==> config.mk <==
export PLATFORM = sky130hd
export DESIGN_NAME = dual_bank_clk_switch
export DESIGN_NICKNAME = d
export VERILOG_FILES = /design/src/rtl/clksw_pkg.sv /design/src/rtl/clksw_ctrl.sv /design/src/rtl/clksw_datapath.sv /design/src/rtl/dual_bank_clk_switch.sv
export SDC_FILE = /design/constraint.sdc
export NUM_CORES = 1
export LEC_CHECK = 0
export ABC_AREA = 1
export CAP_MARGIN = 30
export CORE_MARGIN = 2
export CORE_UTILIZATION = 54
export CTS_CLUSTER_DIAMETER = 150
export DETAILED_ROUTE_END_ITERATION = 10
export PLACE_DENSITY = 0.78
export SYNTH_ARGS = -nofsm -noshare
export SYNTH_HDL_FRONTEND = slang
export SYNTH_HIERARCHICAL = 1
export SYNTH_SLANG_ARGS = --single-unit
==> constraint.sdc <==
create_clock -name clk -period 4.02 [get_ports clk]
set_input_delay 0.603 -clock clk [delete_from_list [all_inputs] [get_ports clk]]
set_output_delay 0.603 -clock clk [all_outputs]
set_load 0.02 [all_outputs]
==> src/rtl/clksw_pkg.sv <==
package clksw_pkg;
  // Strobes from the bank control to the divider datapath.
  typedef struct packed {
    logic clearCnt;  // restart pre-divider, alignment and M/N accumulator
    logic holdOut;   // output disabled: no ticks, output level forced low
  } swStrobe_t;
endpackage

==> src/rtl/clksw_ctrl.sv <==
module clksw_ctrl
  import clksw_pkg::*;
#(
  parameter int NSRC = 4,
  parameter int PDW = 4,
  parameter int MNW = 8,
  parameter int MODE_IN_CTRL = 0,
  parameter int AW = 3,
  parameter int DW = 16,
  localparam int SRCW = $clog2(NSRC)
) (
  input  logic            clk,
  input  logic            rstN,
  input  logic            outEn,
  input  logic            wrEn,
  input  logic [AW-1:0]   wrAddr,
  input  logic [DW-1:0]   wrData,
  input  logic            pulseNow,
  output swStrobe_t       strobe,
  output logic [SRCW-1:0] actSrc,
  output logic [PDW-1:0]  actPd,
  output logic            actMnEn,
  output logic            actMnRst,
  output logic [MNW-1:0]  actM,
  output logic [MNW-1:0]  actN
);
  localparam int PD_LSB    = SRCW;
  localparam int MNEN_BIT  = SRCW + PDW;
  localparam int MNRST_BIT = MNEN_BIT + 1;
  localparam int CFGW      = MNRST_BIT + 1;
  localparam int MNRW      = 2 * MNW;
  localparam int CTRL_ADDR = 4;

  logic [CFGW-1:0] cfgReg [2];
  logic [MNRW-1:0] mnReg [2];
  logic [1:0]      locked;
  logic            selReq, actSel, swapNow;
  logic            ctrlWr;

  assign ctrlWr = wrEn && (wrAddr == AW'(CTRL_ADDR));

  // A bank is frozen while the clock runs if it is live or about to be.
  always_comb begin
    for (int b = 0; b < 2; b++) begin
      locked[b] = outEn && ((actSel == 1'(b)) || (selReq == 1'(b)));
    end
  end

  for (genvar g = 0; g < 2; g++) begin : gBank
    always_ff @(posedge clk or negedge rstN) begin
      if (!rstN) begin
        cfgReg[g] <= '0;
        mnReg[g]  <= '0;
      end else if (wrEn && !locked[g]) begin
        if (wrAddr == AW'(g))     cfgReg[g] <= wrData[CFGW-1:0];
        if (wrAddr == AW'(2 + g)) mnReg[g]  <= wrData[MNRW-1:0];
      end
    end
  end

  if (MODE_IN_CTRL != 0) begin : gModeCtrl
    logic [1:0] ctrlMode;
    always_ff @(posedge clk or negedge rstN) begin
      if (!rstN) begin
        ctrlMode <= '0;
      end else if (ctrlWr) begin
        for (int b = 0; b < 2; b++) begin
          if (!locked[b]) ctrlMode[b] <= wrData[1 + b];
        end
      end
    end
    assign actMnEn = ctrlMode[actSel];
  end else begin : gModeCfg
    assign actMnEn = cfgReg[actSel][MNEN_BIT];
  end

  // Switch only on an output pulse of the old bank, or at once when idle.
  assign swapNow = (selReq != actSel) && (pulseNow || !outEn);

  always_ff @(posedge clk or negedge rstN) begin
    if (!rstN) begin
      selReq <= 1'b0;
      actSel <= 1'b0;
    end else begin
      if (ctrlWr)  selReq <= wrData[0];
      if (swapNow) actSel <= selReq;
    end
  end

  assign strobe.clearCnt = swapNow || !outEn;
  assign strobe.holdOut  = !outEn;

  assign actSrc   = cfgReg[actSel][SRCW-1:0];
  assign actPd    = cfgReg[actSel][PD_LSB +: PDW];
  assign actMnRst = cfgReg[actSel][MNRST_BIT];
  assign actM     = mnReg[actSel][MNW-1:0];
  assign actN     = mnReg[actSel][MNW +: MNW];


  swap_boundary_chk: assert property (@(posedge clk) disable iff (!rstN)
    (actSel != $past(actSel)) |-> ($past(pulseNow) || !$past(outEn)));


  locked_cfg_chk: assert property (@(posedge clk) disable iff (!rstN)
    (wrEn && outEn && (wrAddr == AW'(actSel)) && !swapNow)
      |=> ($stable(actPd) && $stable(actSrc) && $stable(actMnRst)));


  idle_swap_chk: assert property (@(posedge clk) disable iff (!rstN)
    (!outEn && (selReq != actSel)) |=> (actSel == $past(selReq)));
endmodule

==> src/rtl/clksw_datapath.sv <==
module clksw_datapath
  import clksw_pkg::*;
#(
  parameter int NSRC = 4,
  parameter int PDW = 4,
  parameter int MNW = 8,
  localparam int SRCW = $clog2(NSRC)
) (
  input  logic            clk,
  input  logic            rstN,
  input  logic [NSRC-1:0] srcTick,
  input  swStrobe_t       strobe,
  input  logic [SRCW-1:0] src,
  input  logic [PDW-1:0]  pd,
  input  logic            mnEn,
  input  logic            mnRst,
  input  logic [MNW-1:0]  mVal,
  input  logic [MNW-1:0]  nVal,
  output logic            pulseNow,
  output logic            outPulse,
  output logic            outClk
);
  logic           tick, pdWrap, alignDone, hit;
  logic [PDW-1:0] pdCnt;
  logic [MNW-1:0] acc;
  logic [MNW:0]   sum;

  assign tick   = srcTick[src] && !strobe.holdOut;
  assign pdWrap = tick && alignDone && (pdCnt >= pd);
  assign sum    = {1'b0, acc} + {1'b0, mVal};
  assign hit    = sum >= {1'b0, nVal};
  assign pulseNow = pdWrap && (!mnEn || (!mnRst && hit));

  always_ff @(posedge clk or negedge rstN) begin
    if (!rstN) begin
      alignDone <= 1'b0;
      pdCnt     <= '0;
      acc       <= '0;
    end else if (strobe.clearCnt) begin
      alignDone <= 1'b0;
      pdCnt     <= '0;
      acc       <= '0;
    end else begin
      if (tick && !alignDone) alignDone <= 1'b1;
      if (tick && alignDone)  pdCnt <= pdWrap ? '0 : pdCnt + 1'b1;
      if (mnRst || !mnEn)     acc <= '0;
      else if (pdWrap)        acc <= hit ? MNW'(sum - {1'b0, nVal}) : sum[MNW-1:0];
    end
  end

  always_ff @(posedge clk or negedge rstN) begin
    if (!rstN) begin
      outPulse <= 1'b0;
      outClk   <= 1'b0;
    end else begin
      outPulse <= pulseNow;
      outClk   <= strobe.holdOut ? 1'b0 : (outClk ^ pulseNow);
    end
  end


  idle_quiet_chk: assert property (@(posedge clk) disable iff (!rstN)
    strobe.holdOut |=> (!outPulse && !outClk));


  clk_toggle_chk: assert property (@(posedge clk) disable iff (!rstN)
    (outClk != $past(outClk)) |-> (outPulse || $past(strobe.holdOut)));


  mn_hold_chk: assert property (@(posedge clk) disable iff (!rstN)
    (mnEn && mnRst) |=> !outPulse);
endmodule

==> src/rtl/dual_bank_clk_switch.sv <==
module dual_bank_clk_switch
  import clksw_pkg::*;
#(
  parameter int NSRC = 4,
  parameter int PDW = 4,
  parameter int MNW = 8,
  parameter int MODE_IN_CTRL = 0,
  parameter int AW = 3,
  parameter int DW = 16
) (
  input  logic            clk,
  input  logic            rstN,
  input  logic [NSRC-1:0] srcTick,
  input  logic            outEn,
  input  logic            wrEn,
  input  logic [AW-1:0]   wrAddr,
  input  logic [DW-1:0]   wrData,
  output logic            outPulse,
  output logic            outClk
);
  localparam int SRCW = $clog2(NSRC);

  swStrobe_t       strobe;
  logic [SRCW-1:0] actSrc;
  logic [PDW-1:0]  actPd;
  logic            actMnEn, actMnRst, pulseNow;
  logic [MNW-1:0]  actM, actN;

  clksw_ctrl #(
    .NSRC(NSRC), .PDW(PDW), .MNW(MNW), .MODE_IN_CTRL(MODE_IN_CTRL), .AW(AW), .DW(DW)
  ) ctrl_i (
    .clk(clk), .rstN(rstN), .outEn(outEn), .wrEn(wrEn), .wrAddr(wrAddr),
    .wrData(wrData), .pulseNow(pulseNow), .strobe(strobe), .actSrc(actSrc),
    .actPd(actPd), .actMnEn(actMnEn), .actMnRst(actMnRst), .actM(actM), .actN(actN)
  );

  clksw_datapath #(
    .NSRC(NSRC), .PDW(PDW), .MNW(MNW)
  ) dp_i (
    .clk(clk), .rstN(rstN), .srcTick(srcTick), .strobe(strobe), .src(actSrc),
    .pd(actPd), .mnEn(actMnEn), .mnRst(actMnRst), .mVal(actM), .nVal(actN),
    .pulseNow(pulseNow), .outPulse(outPulse), .outClk(outClk)
  );
endmodule

==> reports/metrics.cfg, run 1 <==
[place]
dpl.hpwl_um=7300
portBuffers=28
gp_congestion=0.910

[power_and_ir_drop]
p_leak_uw=0.00261
pwr-share-comb=0.529
switching_share=0.444
finalPower_uw=3120
power_frac_seq=0.290
p_clk_frac=0.181
power_density_nw_per_um2=652
internal-power_uw=1740
peakVddDrop_uv=297
p_sw_uw=1390

[yosys]
yosys_register_bits=65
synth_top_area_share=0.397
ys_seq_area_frac=0.397
synthCells=555
synthTopCellsByArea=dfrtp_1 (40%), nand2_1 (23%), ha_1 (7.0%)
syn_area_sq_um=4100
yosys.area.top_type=dfrtp_1
syn-num-nets=607
yosysWarnings=6
ys_types=35
avgSynthCellArea_sq_um=7.38

[setup_path]
startpoint=ctrl_i/actSel
critical_path_class=reg2reg
critPathSlowestCell=dfrtp_2
arrival_ps=4100
r2r_start=ctrl_i/actSel
startpoint_type=flip-flop
cp.depth=26
crit_path_frequent_cell=nand2_2
cp_max_fo=14
cp_top_family=simple AND/OR/NAND/NOR gates
reg2regPathDepth=26
end_kind=flip-flop
cp.buffers_inverters=4
r2r-end=dp_i/acc[3]
max_stage_delay_ps=450
rrSetupSlack_ps=200
crit_required_ps=4300

[global_route]
track_usage=0.252
overflow=0
antenna_found_initial=0
grt_pass1_vias=3565
grt_pass1_wl_um=16800
grt_max_degree=27

[drt]
firstDrtPassIters=5
vias=3659
drtIter0Drc=200
drc=0
antenna_left=0
wl_per_cell_um=14.3
drt_wl_total_um=10000
via_per_inst=5.25

[floorplan]
core_sq_um=7290
dieArea_sq_um=8300
die-height_um=91.1
io_pins=29
start_util=0.562
die_w_um=91.1
rows=31

[cells_and_area]
syn_to_final_growth_pct=17.0
final_common_cell=nand2_1
drive_gt1_frac=0.134
n_antenna_cell=0
final_cell_mix=nand2_1 (252), dfrtp_1 (64), inv_1 (53), nand3_1 (44), clkdlybuf4s50_1 (27)
finalNetCount=646
nFillCells=639

[clock_network]
clkLatencyLatePin_ps=340
htreeDepth=3
cts.sink_count=65
cts_buffers=9
cts_tree=done
clkTransAtPathRegs_ps=70
cts_hold_buf=0
root_buffer=clkbuf_8
clk_path_buf_depth=2

[timing]
finalSetupViolCount=0
finalSetupTns_ps=0
slew_violations=0
tightest_slew_ps=538
finClkSkew_ps=5.30
fin_crit_sh=0.951
finalHoldViolCount=0
fin_crit_ps=3820
max_slew_margin=0.641
fmax_mhz=261

[run_status]
status=finished clean

[run]
maxCapViolations=0

[hold_path]
hold_class=in2async

[final cells by class]
cell class	count	area [sq um]	area share
Clock buffer	13	159	0.0332
Clock inverter	2	37.5	0.00783
Inverter	57	219	0.0457
Multi-Input combinational cell	421	2250	0.469
Sequential cell	65	1630	0.340
Tap cell	99	124	0.0258
Timing Repair Buffer	40	378	0.0789
[synthesized netlist by cell type (all sizes together)]
cell type and instances:
nand2 269, dfrtp 65, inv 57, nand3 48, nor2 31, ha 23, a21oi 16, o21ai 11
buf 9, xor2 6, o211ai 5, clkbuf 3, fa 2, nand4 2, nor3 2, xnor2 2
a21o 1, nand3b 1, o21bai 1, or2 1
[power by group through the flow]
stage | logic [uW] | registers, uW | clock network [uW]
after floorplan | 1240 | 887 | 0
after global placement | 1490 | 908 | 0
after detailed placement | 1560 | 911 | 0
after CTS | 1580 | 901 | 576
after global routing | 1860 | 924 | 604
final | 1650 | 905 | 566
[sequential cells by signal (all words and copies together) (netlist names)]
name,count
dp_i/alignDone,1
ctrl_i/actSel,1
ctrl_i/selReq,1
dp_i/outClk,1
dp_i/outPulse,1
dp_i/pdCnt,4
dp_i/acc,8
ctrl_i/cfgReg,16
ctrl_i/mnReg,32
[timing repair]
| action | in CTS | in global routing |
|---|---|---|
| setup endpoints to repair | 8 | 13 |
| setup buffers | 0 | 1 |
| pin swaps | 0 | 3 |
| resized for setup | 1 | 17 |
[worst reg2reg max path, cell delays in order (launching register included)]
cell and delay, ps:
dfrtp_2 450, buf_4 200, nand2_1 70, nand2_1 110, fa_2 440, nand3_2 80, nand3_2 90, nand3_1 90
nand3_1 80, xor2_1 210, inv_1 80, ha_1 330, nand2_2 90, inv_1 60, a21oi_4 160, nand2_4 80
nand2_4 70, nand2_4 60, nand2_2 70, a21oi_2 60, o21ai_1 200, nand2_2 130, nor2_4 140, inv_1 70
nor2_4 170, nand2_1 90, nand2_2 80
[through the flow]
stage / area, sq um / util / hold WS (ps) / setup slack (ps) / std cells
2_1_floorplan: 4100 / - / 307 / 92.0 / 555
6_report: 4790 / 0.657 / 245 / 195 / 697
3_5_place_dp: 4500 / 0.618 / 458 / -15.8 / 681
3_3_place_gp: 4480 / 0.615 / 454 / 161 / 680
4_1_cts: 4710 / 0.645 / 248 / 18.5 / 696
5_1_grt: 4790 / 0.657 / 278 / -92.5 / 697
[logic make-up after synthesis]
kind of cell    share of synthesized area
flops                               0.397
buf+inv                            0.0739
xor+xnor                           0.0171
simple gates                        0.371
fa+ha+maj                          0.0800
compound gates                     0.0608
[metal layers]
metal / track usage / wire (um)
met5: 0 / 0
met4: 0.0859 / 206
met3: 0.0531 / 563
met2: 0.407 / 4910
met1: 0.339 / 4320
[how the worst max path moves through the flow]
stage	to	slack, ps
after floorplan	dp_i/acc[2]	90
after global placement	dp_i/acc[2]	160
after detailed placement	dp_i/acc[2]	-20
after CTS	dp_i/acc[0]	20
after global routing	dp_i/acc[3]	-90
final	dp_i/acc[3]	200
(Power assumes the default switching activity.)
==> run 2, diff against run 1 <==
--- a/config.mk
+++ b/config.mk
@@ -6,7 +6,7 @@
 export NUM_CORES = 1
 export LEC_CHECK = 0
 export ABC_AREA = 1
-export CAP_MARGIN = 30
+export CAP_MARGIN = 20
 export CORE_MARGIN = 2
 export CORE_UTILIZATION = 54
 export CTS_CLUSTER_DIAMETER = 150
==> run 2 against run 1 <==
Flip-flop and latch count unchanged. Design area decreased by 0.44%. Non-clock buffer count unchanged. Die area unchanged. Global-route usage decreased by 0.15 points. Worst hold slack got worse by 51 ps. Sequential share of layout area increased by 0.15 points. Via count about the same. First-iteration DRC count increased by 20%. Critical endpoint is now dp_i/pdCnt[3]. Maximum frequency increased by 3.6%.
==> reports/metrics.cfg, run 2 (same netlist as run 1, synthesis figures left out) <==
[setup_path]
r2r_start=ctrl_i/actSel
r2r-end=dp_i/pdCnt[3]
cp.buffers_inverters=4
rrSetupSlack_ps=330
arrival_ps=3920
critPathSlowestCell=dfrtp_2
critical_path_class=reg2reg
startpoint=ctrl_i/actSel
reg2regPathDepth=26
max_stage_delay_ps=450
crit_path_frequent_cell=nand2_1
startpoint_type=flip-flop
crit_required_ps=4250
cp_max_fo=14
end_kind=flip-flop
cp_top_family=simple AND/OR/NAND/NOR gates

[cells_and_area]
finish.utilization=0.654
final_cell_mix=nand2_1 (252), dfrtp_1 (64), inv_1 (53), nand3_1 (44), clkdlybuf4s50_1 (27)
finalNetCount=646
reg_top3=ctrl_i/mnReg (32), ctrl_i/cfgReg (16), dp_i/acc (8)
syn_to_final_growth_pct=16.5
n_antenna_cell=0
drive_gt1_frac=0.135
largest_register_ffs=32
final_common_cell=nand2_1
top_register=ctrl_i/mnReg

[global_route]
grt_pass1_vias=3566
track_usage=0.251
antenna_found_initial=0
grt_pass1_wl_um=16800
overflow=0
grt_max_degree=48

[clock_network]
root_buffer=clkbuf_8
clkLatencyLatePin_ps=340
cts_buffers=9
cts.sink_count=65
cts_tree=done
clkTransAtPathRegs_ps=80
clk_path_buf_depth=2
htreeDepth=3

[floorplan]
io_pins=29
rows=31
die-height_um=91.1
dieArea_sq_um=8300
start_util=0.562
core_sq_um=7290
die_w_um=91.1

[drt]
drtIter0Drc=240
antenna_left=0
vias=3657
drc=0
drt_wl_total_um=9850
wl_per_cell_um=14.1
via_per_inst=5.24
firstDrtPassIters=5

[timing]
finClkSkew_ps=8.30
fin_crit_sh=0.919
finalHoldViolCount=0
fin_crit_ps=3690
fmax_mhz=271
max_slew_margin=0.694
rsz0062_at_grt=no
tightest_slew_ps=459
setup_slack_ps=326
slew_violations=0
finalSetupViolCount=0

[place]
portBuffers=28
dpl.hpwl_um=7170
place_ws_ps=-25.0
gp_congestion=0.910

[run]
maxCapViolations=0

[power_and_ir_drop]
p_leak_uw=0.00260
peakVddDrop_uv=287
power_density_nw_per_um2=643

[hold_path]
hold_class=in2async

[run_status]
status=finished clean

-- run 2: cell types whose count changed in the layout (fill, tap and decap cells not counted), sizes merged --
cell / before / now
clkinv: 0 / 4
bufinv: 1 / 0
clkbuf: 13 / 11
-- run 2: layout make-up --
type | count | area (sq um)
multi-input combinational | 421 | 2250
clock inverter | 5 | 31.3
inverter | 57 | 219
sequential | 65 | 1630
clock buffer | 11 | 141
timing repair buffer | 40 | 378
fill | 632 | 2520
tap | 99 | 124
-- run 2: worst max-delay path by stage --
stage | endpoint | cells after the start
after floorplan | dp_i/acc[2] | 28
after global placement | dp_i/acc[2] | 25
after detailed placement | dp_i/acc[2] | 27
after CTS | dp_i/acc[0] | 27
after global routing | dp_i/pdCnt[2] | 27
final | dp_i/pdCnt[3] | 26
-- run 2: power breakdown --
group / switching (uW) / leakage (uW) / internal (uW)
Combinational: 1040 / 0.00168 / 629
Sequential: 94.9 / 0.000837 / 811
Clock: 258 / 0.0000891 / 239
Total: 1390 / 0.00260 / 1680
-- run 2: layer usage --
layer | vias to the layer above | wire length, um | track usage
li1 | 1808 | - | -
met1 | 1742 | 4500 | 0.349
met2 | 95 | 4760 | 0.411
met3 | 12 | 491 | 0.0432
met4 | 0 | 100 | 0.0593
met5 | - | 0 | 0
-- run 2: through the flow --
stage / cell area, sq um / cells / total power (uW) / hold slack, ps / setup TNS (ps)
6_report: 4770 / 698 / 3070 / 194 / 0
5_1_grt: 4770 / 698 / 3330 / 200 / 0
4_1_cts: 4660 / 696 / 2970 / 475 / 0
3_5_place_dp: 4480 / 680 / 2460 / 458 / -65.9
3_3_place_gp: 4480 / 680 / 2400 / 454 / 0
2_1_floorplan: 4100 / 555 / 2130 / 307 / 0
-- run 2: what timing repair did --
item,CTS,global route
setup buffers,0,1
hold buffers,0,0
resized for setup,1,16
pin swaps,0,1
setup endpoints to repair,8,13
